$ cat src/rtl/ser_reg_pkg.sv
package ser_reg_pkg;

    typedef enum logic [2:0] {
        ST_IDLE,
        ST_ADDR,
        ST_TEST,
        ST_DATA,
        ST_DROP
    } frame_state_t;

    localparam int REG_OPER     = 0;
    localparam int REG_CTRL     = 1;
    localparam int REG_CLAMP    = 2;
    localparam int REG_GAIN     = 3;

    localparam int SOFT_RST_BIT = 0;
    localparam int PWR_LSB      = 1;
    localparam logic [1:0] PWR_STANDBY = 2'b01;
    localparam logic [1:0] PWR_OFF     = 2'b10;

endpackage

$ cat src/rtl/ser_sync.sv
module ser_sync #(
    parameter int          WIDTH   = 3,
    parameter int          STAGES  = 2,
    parameter logic [WIDTH-1:0] RST_VAL = '0
) (
    input  logic             clk,
    input  logic             rst_n,
    input  logic [WIDTH-1:0] d,
    output logic [WIDTH-1:0] q
);

    for (genvar b = 0; b < WIDTH; b++) begin : g_bit
        logic [STAGES-1:0] chain;
        always_ff @(posedge clk or negedge rst_n) begin
            if (!rst_n) chain <= {STAGES{RST_VAL[b]}};
            else        chain <= {chain[STAGES-2:0], d[b]};
        end
        assign q[b] = chain[STAGES-1];
    end

endmodule

$ cat src/rtl/ser_por_timer.sv
module ser_por_timer #(
    parameter int CYCLES = 25000
) (
    input  logic clk,
    input  logic rst_n,
    output logic busy
);

    localparam int CW = $clog2(CYCLES + 1);
    localparam logic [CW-1:0] LIMIT = CW'(CYCLES);

    logic [CW-1:0] cnt_q;

    always_ff @(posedge clk or negedge rst_n) begin
        if (!rst_n)            cnt_q <= '0;
        else if (cnt_q != LIMIT) cnt_q <= cnt_q + 1'b1;
    end

    assign busy = (cnt_q != LIMIT);

endmodule

$ cat src/rtl/ser_frame_fsm.sv
module ser_frame_fsm
    import ser_reg_pkg::*;
#(
    parameter int ADDR_W   = 3,
    parameter int DATA_W   = 12,
    parameter int NUM_REGS = 4
) (
    input  logic              clk,
    input  logic              rst_n,
    input  logic              busy,
    input  logic              sck_s,
    input  logic              sdat_s,
    input  logic              ld_s,
    output logic              word_valid,
    output logic [ADDR_W-1:0] word_addr,
    output logic [DATA_W-1:0] word_data,
    output logic              commit,
    output logic              fsm_idle
);

    localparam int CNT_W = $clog2(DATA_W);
    localparam logic [CNT_W-1:0]  ADDR_LAST_BIT = CNT_W'(ADDR_W - 1);
    localparam logic [CNT_W-1:0]  DATA_LAST_BIT = CNT_W'(DATA_W - 1);
    localparam logic [ADDR_W-1:0] LAST_ADDR     = ADDR_W'(NUM_REGS - 1);

    frame_state_t      state_q, state_nx;
    logic [CNT_W-1:0]  cnt_q, cnt_nx;
    logic [ADDR_W-1:0] addr_q, addr_nx;
    logic [DATA_W-2:0] data_q, data_nx;
    logic              sck_prev_q, ld_prev_q;
    logic              sck_rise, ld_rise, ld_fall;

    assign sck_rise = sck_s & ~sck_prev_q;
    assign ld_rise  = ld_s & ~ld_prev_q;
    assign ld_fall  = ~ld_s & ld_prev_q;

    // next-state logic
    always_comb begin
        state_nx = state_q;
        cnt_nx   = cnt_q;
        addr_nx  = addr_q;
        data_nx  = data_q;
        if (busy || ld_rise) begin
            state_nx = ST_IDLE;
        end else begin
            unique case (state_q)
                ST_IDLE: begin
                    if (ld_fall) begin
                        state_nx = ST_ADDR;
                        cnt_nx   = '0;
                    end
                end
                ST_ADDR: begin
                    if (sck_rise) begin
                        addr_nx = {sdat_s, addr_q[ADDR_W-1:1]};
                        if (cnt_q == ADDR_LAST_BIT) begin
                            state_nx = ST_TEST;
                            cnt_nx   = '0;
                        end else begin
                            cnt_nx = cnt_q + 1'b1;
                        end
                    end
                end
                ST_TEST: begin
                    if (sck_rise) begin
                        if (sdat_s || (addr_q > LAST_ADDR)) state_nx = ST_DROP;
                        else                                state_nx = ST_DATA;
                        cnt_nx = '0;
                    end
                end
                ST_DATA: begin
                    if (sck_rise) begin
                        data_nx = {sdat_s, data_q[DATA_W-2:1]};
                        if (cnt_q == DATA_LAST_BIT) begin
                            cnt_nx = '0;
                            if (addr_q == LAST_ADDR) state_nx = ST_DROP;
                            else                     addr_nx  = addr_q + 1'b1;
                        end else begin
                            cnt_nx = cnt_q + 1'b1;
                        end
                    end
                end
                ST_DROP: state_nx = ST_DROP;
                default: state_nx = ST_IDLE;
            endcase
        end
    end

    // state register
    always_ff @(posedge clk or negedge rst_n) begin
        if (!rst_n) begin
            state_q    <= ST_IDLE;
            cnt_q      <= '0;
            addr_q     <= '0;
            data_q     <= '0;
            sck_prev_q <= 1'b0;
            ld_prev_q  <= 1'b1;
        end else begin
            state_q    <= state_nx;
            cnt_q      <= cnt_nx;
            addr_q     <= addr_nx;
            data_q     <= data_nx;
            sck_prev_q <= sck_s;
            ld_prev_q  <= ld_s;
        end
    end

    // outputs
    always_comb begin
        word_valid = (state_q == ST_DATA) && sck_rise && !ld_rise && !busy
                     && (cnt_q == DATA_LAST_BIT);
        word_addr  = addr_q;
        word_data  = {sdat_s, data_q};
        commit     = ld_rise && (state_q != ST_IDLE) && !busy;
        fsm_idle   = (state_q == ST_IDLE);
    end

endmodule

$ cat src/rtl/ser_reg_bank.sv
module ser_reg_bank
    import ser_reg_pkg::*;
#(
    parameter int ADDR_W   = 3,
    parameter int DATA_W   = 12,
    parameter int NUM_REGS = 4,
    parameter int CLAMP_W  = 8
) (
    input  logic                             clk,
    input  logic                             rst_n,
    input  logic                             word_valid,
    input  logic [ADDR_W-1:0]                word_addr,
    input  logic [DATA_W-1:0]                word_data,
    input  logic                             commit,
    output logic [NUM_REGS-1:0][DATA_W-1:0]  live_q
);

    localparam logic [DATA_W-1:0] CLAMP_DFLT = DATA_W'(1) << (CLAMP_W - 1);

    function automatic logic [DATA_W-1:0] dflt_of(int idx);
        return (idx == REG_CLAMP) ? CLAMP_DFLT : '0;
    endfunction

    logic [NUM_REGS-1:0][DATA_W-1:0] stage_q;
    logic [NUM_REGS-1:0]             pend_q;
    logic                            soft_rst;

    assign soft_rst = pend_q[REG_OPER] && stage_q[REG_OPER][SOFT_RST_BIT];

    always_ff @(posedge clk or negedge rst_n) begin
        if (!rst_n) begin
            for (int i = 0; i < NUM_REGS; i++) begin
                stage_q[i] <= '0;
                live_q[i]  <= dflt_of(i);
            end
            pend_q <= '0;
        end else if (commit) begin
            for (int i = 0; i < NUM_REGS; i++) begin
                if (soft_rst)       live_q[i] <= dflt_of(i);
                else if (pend_q[i]) live_q[i] <= stage_q[i];
            end
            pend_q <= '0;
        end else if (word_valid) begin
            for (int i = 0; i < NUM_REGS; i++) begin
                if (word_addr == ADDR_W'(i)) begin
                    stage_q[i] <= word_data;
                    pend_q[i]  <= 1'b1;
                end
            end
        end
    end

endmodule

$ cat src/rtl/ser_reg_if.sv
module ser_reg_if
    import ser_reg_pkg::*;
#(
    parameter int ADDR_W      = 3,
    parameter int DATA_W      = 12,
    parameter int NUM_REGS    = 4,
    parameter int CLAMP_W     = 8,
    parameter int GAIN_W      = 10,
    parameter int SYNC_STAGES = 2,
    parameter int POR_CYCLES  = 25000
) (
    input  logic               clk,
    input  logic               rst_n,
    input  logic               ser_clk,
    input  logic               ser_dat,
    input  logic               ser_load,
    output logic [DATA_W-1:0]  oper_word,
    output logic [DATA_W-1:0]  ctrl_word,
    output logic [CLAMP_W-1:0] clamp_lvl,
    output logic [GAIN_W-1:0]  gain_code,
    output logic               pwr_standby,
    output logic               pwr_off
);

    logic [2:0]                      sync_q;
    logic                            por_busy;
    logic                            word_valid;
    logic [ADDR_W-1:0]               word_addr;
    logic [DATA_W-1:0]               word_data;
    logic                            commit;
    logic                            fsm_idle;
    logic [NUM_REGS-1:0][DATA_W-1:0] live_q;
    logic [1:0]                      pwr_field;

    ser_sync #(
        .WIDTH   (3),
        .STAGES  (SYNC_STAGES),
        .RST_VAL (3'b100)
    ) u_sync (
        .clk   (clk),
        .rst_n (rst_n),
        .d     ({ser_load, ser_dat, ser_clk}),
        .q     (sync_q)
    );

    ser_por_timer #(
        .CYCLES (POR_CYCLES)
    ) u_por (
        .clk   (clk),
        .rst_n (rst_n),
        .busy  (por_busy)
    );

    ser_frame_fsm #(
        .ADDR_W   (ADDR_W),
        .DATA_W   (DATA_W),
        .NUM_REGS (NUM_REGS)
    ) u_fsm (
        .clk        (clk),
        .rst_n      (rst_n),
        .busy       (por_busy),
        .sck_s      (sync_q[0]),
        .sdat_s     (sync_q[1]),
        .ld_s       (sync_q[2]),
        .word_valid (word_valid),
        .word_addr  (word_addr),
        .word_data  (word_data),
        .commit     (commit),
        .fsm_idle   (fsm_idle)
    );

    ser_reg_bank #(
        .ADDR_W   (ADDR_W),
        .DATA_W   (DATA_W),
        .NUM_REGS (NUM_REGS),
        .CLAMP_W  (CLAMP_W)
    ) u_bank (
        .clk        (clk),
        .rst_n      (rst_n),
        .word_valid (word_valid),
        .word_addr  (word_addr),
        .word_data  (word_data),
        .commit     (commit),
        .live_q     (live_q)
    );

    assign oper_word   = live_q[REG_OPER];
    assign ctrl_word   = live_q[REG_CTRL];
    assign clamp_lvl   = live_q[REG_CLAMP][CLAMP_W-1:0];
    assign gain_code   = live_q[REG_GAIN][GAIN_W-1:0];
    assign pwr_field   = oper_word[PWR_LSB +: 2];
    assign pwr_standby = (pwr_field == PWR_STANDBY);
    assign pwr_off     = (pwr_field == PWR_OFF);

endmodule

$ cat config.mk
export PLATFORM = sky130hd
export DESIGN_NAME = ser_reg_if
export DESIGN_NICKNAME = d
export VERILOG_FILES = /design/src/rtl/ser_reg_pkg.sv /design/src/rtl/ser_sync.sv /design/src/rtl/ser_por_timer.sv /design/src/rtl/ser_frame_fsm.sv /design/src/rtl/ser_reg_bank.sv /design/src/rtl/ser_reg_if.sv
export SDC_FILE = /design/constraint.sdc
export NUM_CORES = 1
export LEC_CHECK = 0
export ABC_CLOCK_PERIOD_IN_PS = 5800
export BUFFER_PORTS_ARGS = -buffer_cell sky130_fd_sc_hd__buf_4
export CAP_MARGIN = 25
export CORE_MARGIN = 5
export CORE_UTILIZATION = 44
export CTS_BUF_LIST = sky130_fd_sc_hd__clkbuf_8
export DETAILED_ROUTE_END_ITERATION = 6
export HOLD_SLACK_MARGIN = 0.08
export MAX_ROUTING_LAYER = met4
export PLACE_DENSITY = 0.64
export SYNTH_ARGS = -nofsm -noshare
export SYNTH_HDL_FRONTEND = slang
export SYNTH_SLANG_ARGS = --single-unit
$ cat constraint.sdc
create_clock -name clk -period 5.8 [get_ports clk]
set_input_delay 0.87 -clock clk [delete_from_list [all_inputs] [get_ports clk]]
set_output_delay 0.87 -clock clk [all_outputs]
set_load 0.03 [all_outputs]
== Word level (Yosys, flattened, before mapping) ==
Index checks and enable logic that the tools add are counted.

* Bits in latches: 0
* Memory bits (read-only): 0
* Flip-flop bits (word level): 132
* Output and inout bits: 44
* Memories: 0
* Bits in writable memories: 0
* Word-level logic and storage cells: 136
* Bits of input ports: 5

* Reduce and logical (&&, ||, !) cells: 41
* Shift-type cells: 0
* Multiply operators: 0
* Divide/modulo/power cells: 0
* Bitwise logic cells: 8
* Add/subtract/negate cells: 3
* Muxes and demuxes: 36
* Order comparisons: 1
* Equal/unequal tests: 25

{| class="wikitable"
|+ Operators by type and width
! cell !! count
|-
| 12-bit 2-to-1 mux || 4
|-
| 3-bit 2-to-1 mux || 13
|-
| 4-bit 2-to-1 mux || 8
|-
| 3-bit by 1-bit inequality test with 1-bit output, second input constant || 7
|-
| 10-bit 2-to-1 mux || 2
|-
| 2-bit nonzero test || 10
|-
| 8-bit 2-to-1 mux || 2
|-
| 4-bit case mux with 4 select lines || 1
|-
| 2-bit AND reduction || 8
|-
| 15-bit by 1-bit adder with 15-bit output, second input constant || 1
|-
| 15-bit inequality test, second input constant || 1
|-
| 3-bit case mux with 5 select lines || 1
|-
| 3-bit AND reduction || 5
|-
| 3-bit by 2-bit == test with 1-bit output, second input constant || 4
|-
| 6-bit AND reduction || 2
|-
| 2-bit by 1-bit inequality test with 1-bit output, second input constant || 5
|-
| 1-bit logical AND || 7
|-
| 7-bit AND reduction || 1
|-
| 3-bit by 1-bit == test with 1-bit output, second input constant || 2
|-
| 3-bit logical NOT || 2
|-
| 3-bit case mux with 2 select lines || 1
|-
| 1-bit NOT || 5
|-
| 4-bit by 1-bit adder with 4-bit output, second input constant || 1
|-
| 4-bit by 2-bit == test with 1-bit output, second input constant || 1
|-
| other kinds (13) || 20
|}

== Depth between registers and ports, before layout ==
* Depth in word-level cells: 8
* Mapped depth: 8
* Depth with buffers taken out: 6

== Modules after synthesis ==
A second synthesis with hierarchy kept.

* Cell total of the unflattened synthesis: 514
* Area, all modules: 6128.4 µm²

{| class="wikitable"
|+ By module, submodules not included
! module !! cells an instance !! area an instance (µm²) !! times used !! seq. area each (µm²)
|-
| ser_reg_bank || 329 || 4011.3 || 1 || 2503.7
|-
| ser_frame_fsm || 110 || 1214.9 || 1 || 576.8
|-
| ser_por_timer || 64 || 711.9 || 1 || 375.4
|-
| ser_sync || 9 || 175.2 || 1 || 152.6
|-
| ser_reg_if || 2 || 15.0 || 1 || 0.0
|}

== Least setup slack after synthesis ==
No wires, ideal clock.

* Kind: reg-to-reg
* Start: register u_por.cnt_q[0]
* End: register u_bank.stage_q[36] (netlist name)
* Stages on the path, launching flop included: 7
* Path buffers: 0
* Data arrival time: 2.060 ns
* Library setup time: 0.125 ns
* Clock period less this slack: 2.185 ns
* Data required time: 5.675 ns
* Setup slack: 3.615 ns
* Path through: dfrtp_1 inv_1 ha_1 nor2b_1 nand4_4 nor3_4 mux2_4

* Word-level cells in the longest chain between the ends: 5
* Elaborated cells on any way between the ends: 7
* Those cells by class: eq/ne (1); bitwise (1); reduce/logical (5)

{| class="wikitable"
|+ RTL lines
! item !! line !! RTL
|-
| from (decl) || ser_por_timer.sv:12 || <nowiki>logic [CW-1:0] cnt_q;</nowiki>
|-
| from (signal assigned) || ser_por_timer.sv:16 || <nowiki>else if (cnt_q != LIMIT) cnt_q <= cnt_q + 1'b1;</nowiki>
|-
| 15-bit inequality test (*) || ser_por_timer.sv:19 || <nowiki>assign busy = (cnt_q != LIMIT);</nowiki>
|-
| 1-bit logical NOT (*) || ser_frame_fsm.sv:110, ser_frame_fsm.sv:114 ||
|-
| 1-bit logical AND (on tied branches) || ser_frame_fsm.sv:110, ser_frame_fsm.sv:114 ||
|-
| 1-bit logical AND / 1-bit NOT (equally long branches) || -- ||
|-
| 3-bit AND reduction (no line) (*) || -- ||
|-
| to (signal, indexed assignment) || ser_reg_bank.sv:46 || <nowiki>stage_q[i] <= word_data;</nowiki>
|-
| to (decl) || ser_reg_bank.sv:24 || <nowiki>logic [NUM_REGS-1:0][DATA_W-1:0] stage_q;</nowiki>
|}

Mark *: on every way between the ends. The rest lies on a longest branch, timed or not.
A chain may end at the register's enable or synchronous reset.

== Final worst setup path ==
* Start: register u_por.cnt_q[0]
* End: register u_bank.live_q[10] (netlist name)

* Word-level cells in the longest chain between the ends: 4

{| class="wikitable"
|+ RTL lines
! item !! line !! RTL
|-
| 15-bit inequality test || ser_por_timer.sv:19 ||
|-
| 1-bit logical NOT || ser_frame_fsm.sv:114 || <nowiki>commit = ld_rise && (state_q != ST_IDLE) && !busy;</nowiki>
|-
| 1-bit logical AND || ser_frame_fsm.sv:114 ||
|-
| 2-bit AND reduction (no line) || -- ||
|-
| to (signal, indexed assignment) || ser_reg_bank.sv:34 || <nowiki>live_q[i] <= dflt_of(i);</nowiki>
|-
| to (signal, indexed assignment) || ser_reg_bank.sv:39 || <nowiki>if (soft_rst) live_q[i] <= dflt_of(i);</nowiki>
|-
| to (signal, indexed assignment) || ser_reg_bank.sv:40 || <nowiki>else if (pend_q[i]) live_q[i] <= stage_q[i];</nowiki>
|-
| to (decl) || ser_reg_bank.sv:15 || <nowiki>output logic [NUM_REGS-1:0][DATA_W-1:0] live_q</nowiki>
|}

Every way passes these cells.

==> results.tsv <==
stage	metric	value	unit
timing	rsz0062_at_grt	no	
layout	diodes	0	
detailed_routing	ant_nets	0	
global_route	grt_pass1_vias	3521	
detailed_routing	wl	10800	um
timing	maxSlewHeadroom	31.2	%
worst_setup_path	crit_arrival	2920	ps
worst_setup_path	critPathMaxFanout	12	
power	share_seq_of_total_power	52.1	%
synth	synth.avg_cell_area	13.6	um^2
run_status	outcome	finished clean	
place	dpl.hpwl	7380	um
clock_network	numCtsBuffers	17	
global_route	grt_overflow_total	0	
clock_network	cts_buffer_depth	2	
clock_network	htree_num_levels	4	
clock_network	post-cts-setup-buffer-count	0	
power	clockPowerShare	46.4	%
synth	synth_warnings	0	
detailed_routing	vias_per_cell	5.25	
timing	max_freq	385	MHz
power	combPwrFrac	1.5	%
detailed_routing	vias	3460	
worst_setup_path	critPathBufInv	1	
floorplan	coreArea	12600	um^2
hold_path	hp-class	primary input to async pin	
synth	synth_cells	413	
worst_setup_path	crit_chain	inv_1, ha_1, nor2b_1, and4_1, nand3_1, mux2_1	
detailed_routing	wl_met2	4940	um
global_route	grt_first_pass_wirelength	17900	um
worst_setup_path	start_kind	flop	
power	internal-power	0.00140	W
floorplan	rows	41	
detailed_routing	wl_met3	536	um
synth	synth-seq-cells	132	
synth	synth_top_area_share	57.2	%
timing	tightestPinTransition	1020	ps
timing	finalCriticalPeriod	2600	ps
synth	synth_cell_types	54	
floorplan	start_util	44.6	%
synth	synth_area	5600	um^2
synth	synth_flop_cell	dfrtp_1	
synth	synth_edf_count	0	
worst_setup_path	cp.required	6120	ps
detailed_routing	firstDrtPassIters	4	
layout	areaGrowthSynthToFinish	18.0	%
synth	synth_most_common_cell	dfrtp_1	
place	place.gp.congestion	0.867	
synth	synthArstFlopShare	100	%
layout	utilization	52.6	%
worst_setup_path	crit_path_top_delay_cell	nand3_1	
floorplan	dieArea	15100	um^2
layout	fillCellCount	1087	
clock_network	insertion_delay	440	ps
synth	synth_common_cells	dfrtp_1, mux2_2, a22o_1, nand3_1	
synth	syn_nets	427	
clock_network	cts.clk_slew.worst_paths	70	ps
synth	yosysSeqAreaShare	59.1	%
worst_setup_path	critical_path_class	flop to flop	
timing	setup_viol	0	
floorplan	fp.dieH	123	um
layout	num-nets-final	488	
clock_network	clkSinkCount	132	
global_route	grtUsageTotal	16.0	%
floorplan	io_pins	49	
detailed_routing	drt_iter0_drc	208	
power	cellPowerDensity	269	nW/um^2
power	ir_worst_vdd	0.000114	V
clock_network	cts_root_buf	clkbuf_8	
clock_network	cts_tree	yes	
detailed_routing	highest_layer	met4	
synth	netlist_top_cells_area	dfrtp_1, mux2_2, a22o_1, mux2_4, ha_1	
power	switching_share	21.1	%
global_route	antenna_found_initial	0	
timing	finClkSkew	9.65	ps
worst_setup_path	cp-end-kind	flop	
power	p_sw	0.000375	W
timing	fin_setup_tns	0	ps
worst_setup_path	cpLargestDelayFamily	simple AND/OR/NAND/NOR gates	
synth	synth_top_cell_by_area	dfrtp_1	
worst_setup_path	slowest_delay	540	ps
global_route	grt_max_degree	80	
run	max-cap-violations	0	
detailed_routing	detail_route.wl_per_cell	16.4	um
floorplan	die_x	123	um
timing	maxSlewViolCount	0	
layout	layout-drive-gt1-share	33.9	%
clock_network	holdBufCountCts	0	
detailed_routing	drc	0	
timing	period_share	44.8	%
detailed_routing	met1_length	5180	um
place	port-buffer-count	48	
timing	hold_viol_final	0	
power	leakagePower	3.26	nW
clock_network	cts_resized	0	
[flip-flops by register name, summed over array words and instances (netlist names)]
register / count
u_bank.live_q: 42
u_bank.stage_q: 42
u_por.cnt_q: 15
u_fsm.data_q: 11
u_sync.g_bit.chain: 6
u_bank.pend_q: 4
u_fsm.cnt_q: 4
u_fsm.state_q: 3
u_fsm.word_addr: 3
u_fsm.ld_prev_q: 1
u_fsm.sck_prev_q: 1
[worst reg2reg max path, cell delays in order (launching register included)]
cell,delay [ps]
dfrtp_1,410
inv_1,100
ha_1,140
nor2b_1,350
and4_1,430
nand3_1,540
mux2_1,510
[cell type report]
type	instances	area (um^2)	area share [%]
Timing Repair Buffer	54	429	6.49
Inverter	14	52.6	0.795
Multi-Input combinational cell	255	2170	32.8
Clock inverter	11	146	2.21
Sequential cell	132	3310	50.0
Clock buffer	21	289	4.37
Tap cell	172	215	3.26
[placed cells by master (no fill, tap or decap), types with 4 or more instances in the layout]
master    Yosys  routed
dfrtp_1     128     128
mux2_2       54      54
buf_4         1      52
a22o_1       29      29
clkbuf_8      0      21
nand3_1      17      17
nor2b_1      16      16
nand2_1      16      16
inv_1        14      15
xnor2_1      10      10
mux2_4       10      10
nor2_1        9       9
ha_1          9       9
o21ai_0       7       7
nor3_1        7       7
nand4_1       5       5
a21oi_1       5       5
o211ai_1      5       5
dfstp_2       4       4
[per-stage QoR]
stage / instances / total power, W / hold WS (ps) / setup WS (ps) / instance area (um^2)
after floorplan: 413 / 0.000947 / 331 / 3620 / 5600
after global placement: 624 / 0.000969 / 334 / 3200 / 6130
after detailed placement: 624 / 0.000969 / 335 / 3070 / 6130
after CTS: 656 / 0.00180 / 355 / 3040 / 6560
after global routing: 659 / 0.00185 / 226 / 2960 / 6610
final: 659 / 0.00178 / 249 / 3200 / 6610
[routing by layer]
layer | track usage (%) | up-vias
met2 | 23.0 | 73
met1 | 21.5 | 1755
met4 | 6.30 | 0
met5 | - | -
met3 | 4.61 | 12
li1 | - | 1620
[cell families after synthesis]
group           Yosys count  share of synthesized area (%)
buf+inv                  26                           2.19
fa+ha+maj                 9                           2.01
flops                   132                           59.1
mux                      68                           14.3
simple gates            102                           11.7
xor+xnor                 13                           2.03
compound gates           63                           8.71
[power by group through the flow]
stage,logic [W],clock network (W),registers [W]
finish,0.0000269,0.000825,0.000926
global placement,0.0000255,0,0.000943
floorplan,0.00000415,0,0.000943
global route,0.0000320,0.000897,0.000926
detailed placement,0.0000259,0,0.000943
CTS,0.0000260,0.000848,0.000925
[worst paths after layout]
kind	slack, ps	from	depth (start not counted)	end
max	3200	u_por.cnt_q[0]$_DFFE_PN0P_	6	u_bank.live_q[10]$_DFFE_PN0P_
min	250	rst_n	1	u_fsm.cnt_q[1]$_DFFE_PN0P_
max reg2reg	3200	u_por.cnt_q[0]$_DFFE_PN0P_	6	u_bank.live_q[10]$_DFFE_PN0P_
min reg2reg	350	u_sync.g_bit[0].chain[0]$_DFF_PN0_	0	u_sync.g_bit[0].chain[1]$_DFF_PN0_
max in group asynchronous	4280	rst_n	3	u_por.cnt_q[12]$_DFFE_PN0P_
min in group clk	350	u_sync.g_bit[0].chain[0]$_DFF_PN0_	0	u_sync.g_bit[0].chain[1]$_DFF_PN0_
Note: power is estimated with default switching activity, not from simulation.
